`config.mk`:
```
export PLATFORM = sky130hd
export DESIGN_NAME = phy_ctl_bank
export DESIGN_NICKNAME = d
export VERILOG_FILES = /design/src/rtl/phy_ctl_bank.sv
export SDC_FILE = /design/constraint.sdc
export NUM_CORES = 1
export LEC_CHECK = 0
export BUFFER_PORTS_ARGS = -buffer_cell sky130_fd_sc_hd__buf_2
export CAP_MARGIN = 20
export CORE_ASPECT_RATIO = 0.7
export CORE_MARGIN = 2
export CORE_UTILIZATION = 53
export CTS_CLUSTER_DIAMETER = 120
export DETAILED_ROUTE_END_ITERATION = 6
export PLACE_DENSITY = 0.85
export SYNTH_ARGS = -nofsm -noshare
export SYNTH_HDL_FRONTEND = slang
export SYNTH_SLANG_ARGS = --single-unit
```
`constraint.sdc`:
```
create_clock -name clk -period 5.25 [get_ports clk]
set_input_delay 1.3125 -clock clk [delete_from_list [all_inputs] [get_ports clk]]
set_output_delay 1.3125 -clock clk [all_outputs]
set_load 0.02 [all_outputs]
```
`src/rtl/phy_ctl_bank.sv`:
```
module phy_ctl_bank #(
  parameter int ADDR_W = 8
) (
  input  logic              clk,
  input  logic              rst_n,
  input  logic              bus_wr,
  input  logic [ADDR_W-1:0] bus_addr,
  input  logic [31:0]       bus_wdata,
  output logic [31:0]       bus_rdata,
  input  logic [7:0]        tst_dout,
  output logic [3:0]        lane_off,
  output logic [3:0]        force_rx,
  output logic [3:0]        force_stop,
  output logic [3:0]        lane_en,
  output logic              tst_clr,
  output logic              tst_clk,
  output logic              tst_en,
  output logic [7:0]        tst_din,
  output logic              path_sel,
  output logic              src_sel,
  output logic              base_dir,
  output logic [2:0]        turn_req
);
  localparam int NCTL = 3;
  localparam int HALF = 16;
  localparam int STRIDE = 4;
  localparam logic [ADDR_W-1:0] STAT_OFF = ADDR_W'(NCTL * STRIDE);

  logic [HALF-1:0] ctl_q [NCTL];
  logic [HALF-1:0] wmask, wbits;

  assign wmask = bus_wdata[2*HALF-1:HALF];
  assign wbits = bus_wdata[HALF-1:0];

  always_ff @(posedge clk or negedge rst_n) begin
    if (!rst_n) begin
      for (int i = 0; i < NCTL; i++) ctl_q[i] <= '0;
    end else if (bus_wr) begin
      for (int i = 0; i < NCTL; i++)
        if (bus_addr == ADDR_W'(i * STRIDE))
          ctl_q[i] <= (ctl_q[i] & ~wmask) | (wbits & wmask);
    end
  end

  always_comb begin
    bus_rdata = '0;
    for (int i = 0; i < NCTL; i++)
      if (bus_addr == ADDR_W'(i * STRIDE)) bus_rdata = {{HALF{1'b0}}, ctl_q[i]};
    if (bus_addr == STAT_OFF) bus_rdata = {24'b0, tst_dout};
  end

  assign lane_off   = ctl_q[0][3:0];
  assign force_rx   = ctl_q[0][7:4];
  assign force_stop = ctl_q[0][11:8];
  assign lane_en    = ctl_q[0][15:12];

  assign tst_clr = ctl_q[1][0];
  assign tst_clk = ctl_q[1][1];
  assign tst_en  = ctl_q[1][2];
  assign tst_din = ctl_q[1][10:3];

  assign path_sel = ctl_q[2][0];
  assign src_sel  = ctl_q[2][1];
  assign base_dir = ctl_q[2][2];
  assign turn_req = ctl_q[2][5:3];
endmodule


```
==> out/results.tsv <==
stage	metric	value	unit
logic_synthesis	Syn Inst Count	262	
clocking	clk sinks	48	
clocking	number of setup buffers added after CTS	0	
power	clock power share	0.344	
outcome	status	finished, final reports clean	
critical_path	Worst Setup End Kind	output pin	
die	Initial Utilization	0.543	
sta	max-slew violation count	0	
flow_run	maxcap violations	0	
logic_synthesis	Yosys top cell by area	dfrtp_1	
sta	period utilization	0.808	
die	area of the die	6410	um2
placed_design	pre-CTS worst setup slack	1.01	ns
logic_synthesis	synth warn	0	
logic_synthesis	synth unique cells	25	
final_layout	synth-to-layout area growth	11.7	%
die	DIE WIDTH	94.8	um
detailed_routing	WL final	6.85	mm
sta	Final Hold Viols	0	
final_layout	nets@finish	375	
detailed_routing	antenna-violating nets left	0	
logic_synthesis	synthesized area per cell	11.7	um2
detailed_routing	vias per std cell	5.77	
logic_synthesis	Yosys reg bits	48	
detailed_routing	DR pass1 iterations	4	
placed_design	GPL Wtd Cong	0.740	
placed_design	post-DP HPWL	4.82	mm
power	Pleak	1.84	nW
logic_synthesis	top-count cell post-synth	dfrtp_1	
detailed_routing	post-DR wirelength/cell	17.1	um
sta	minimum clock period after layout	4.24	ns
logic_synthesis	Netlist Area Pre-Place	3060	um2
detailed_routing	initial DRC count	83	
grt	global-route wire length before repair	10.5	mm
logic_synthesis	commonest register cell after synthesis	dfrtp_1	
final_layout	post-route cell area	3420	um2
clocking	clk buf depth	2	
power	Pwr per Cell Area	223	nW/um2
die	Cell Rows	23	
grt	largest net degree at the start of global routing	51	
clocking	Post-CTS Hold Fix Bufs	0	
logic_synthesis	Commonest cells post-synth	48 x dfrtp_1, 44 x buf_4, 44 x mux2_1	
sta	final setup fails	0	
critical_path	CP max-delay cell	buf_2	
die	Chip Height	67.6	um
placed_design	Post-DP Area	3290	um2
power	Sw Share	0.259	
logic_synthesis	post-synth top area share	0.392	
power	Int Pwr	565	uW
grt	total global-route track usage	0.215	
clocking	Root Buffer	clkbuf_8	
critical_path	CP delay by family, top	buffers and inverters	
power	sequential share of power	0.508	
critical_path	worst path bufs/invs	2	
clocking	clk_lat worst skew	0.30	ns
sta	unrepaired setup endpoints after global routing	no	
detailed_routing	DRC violations left	0	
grt	grt total ovfl	0	
sta	Fin Clk Skew	0	ns
sta	max frequency	236	MHz
final_layout	# diodes	0	
sta	setup_tns	0	ns
critical_path	kind of critical path	input pin to output pin	
critical_path	Startpoint Class	input pin	
critical_path	Slowest Stage Delay on Critical Path	0.66	ns
clocking	Worst-path clk slew	0.09	ns
grt	vias in the first global route	2129	
critical_path	CP required	3.94	ns
critical_path	critical path's most frequent cell	buf_2	
critical_path	CP max FO	50	
logic_synthesis	register area share after synthesis	0.392	
die	core area	5640	um2
logic_synthesis	top post-synthesis cells by area	dfrtp_1 39%, mux2_1 16%, buf_4 11%	
clocking	H-tree levels	2	
final_layout	share of cells above drive strength 1	0.382	
sta	Slew headroom	0.414	
placed_design	buffers added on ports	99	
sta	worst slew pin tran	0.879	ns
power	worst vdd ir	0.117	mV
clocking	post-CTS resize count	0	
critical_path	worst path cell trace	buf_2 > and2b_1 > nand2_1 > a21oi_1 > buf_2	
die	I/O pins	116	
min_path	HP Class	register to register	
logic_synthesis	Post-synth ARST share	1.00	
sta	PnR worst setup slack	1.01	ns
grt	initial antenna violation count	0	
power	switching pwr	198	uW
clocking	CTS Buf Count	5	
critical_path	Worst Path Arrival	2.93	ns
clocking	clock tree from TritonCTS	done	
detailed_routing	Vias	2307	
logic_synthesis	Post-synth EDFFs	0	
power	Comb pwr share	0.149	
[power groups by stage]
stage / logic (mW) / clock network, mW / registers (mW)
2_1_floorplan: 0.0793 / 0 / 0.394
3_3_place_gp: 0.109 / 0 / 0.394
3_5_place_dp: 0.112 / 0 / 0.394
4_1_cts: 0.112 / 0.269 / 0.387
5_1_grt: 0.124 / 0.285 / 0.388
6_report: 0.113 / 0.262 / 0.387
[routing by layer]
metal,track usage,wire length [um]
met1,0.296,3180
met2,0.359,3210
met3,0.0413,419
met4,0.0453,38
met5,0,0
[cell families after synthesis]
family / synth area share
flops: 0.392
buf+inv: 0.152
mux: 0.247
simple gates: 0.164
compound gates: 0.0433
other cells: 0.00123
[placed cells by master, fill, tap and decap left out, types with 3 or more instances in the layout]
| cell type | count |
|---|---|
| and4_1 | 8 |
| inv_1 | 4 |
| dfrtp_1 | 48 |
| clkbuf_8 | 5 |
| and3_1 | 9 |
| buf_2 | 99 |
| a31o_1 | 4 |
| a41oi_1 | 4 |
| mux2_1 | 44 |
| conb_1 | 16 |
| a2bb2oi_1 | 6 |
| mux2i_1 | 8 |
| nand2_1 | 3 |
| nand4b_1 | 16 |
| buf_4 | 4 |
| nand4_1 | 20 |
| nor2_1 | 6 |
| mux4_2 | 8 |
[cell type report]
| cell class | count | area (um2) |
|---|---|---|
| clock buffer | 6 | 72.6 |
| clock inverter | 2 | 35.0 |
| fill | 512 | 2220 |
| inverter | 4 | 15.0 |
| multi-input combinational | 161 | 1450 |
| sequential | 48 | 1200 |
| tap | 75 | 93.8 |
| timing repair buffer | 104 | 546 |
[final timing paths]
kind	from	to	slack (ns)	cells past startpoint
max	bus_addr[2]	bus_rdata[14]	1.01	5
min in group asynchronous	rst_n	asynchronous set/reset pin	0.97	1
max reg2reg	register	register	4.42	3
min reg2reg	register	register	0.50	1
min	register	register	0.50	1
max in group asynchronous	rst_n	asynchronous set/reset pin	3.77	2
[metrics by stage]
step	std cells	hold WS (ns)	total power, mW	util
after floorplan	277	0.452	0.473	-
after global placement	391	0.471	0.503	0.583
after detailed placement	391	0.481	0.506	0.583
after CTS	399	0.501	0.768	0.602
after global routing	400	0.506	0.797	0.606
final	400	0.500	0.762	0.606
No activity file was read; power rests on OpenSTA's default activity.
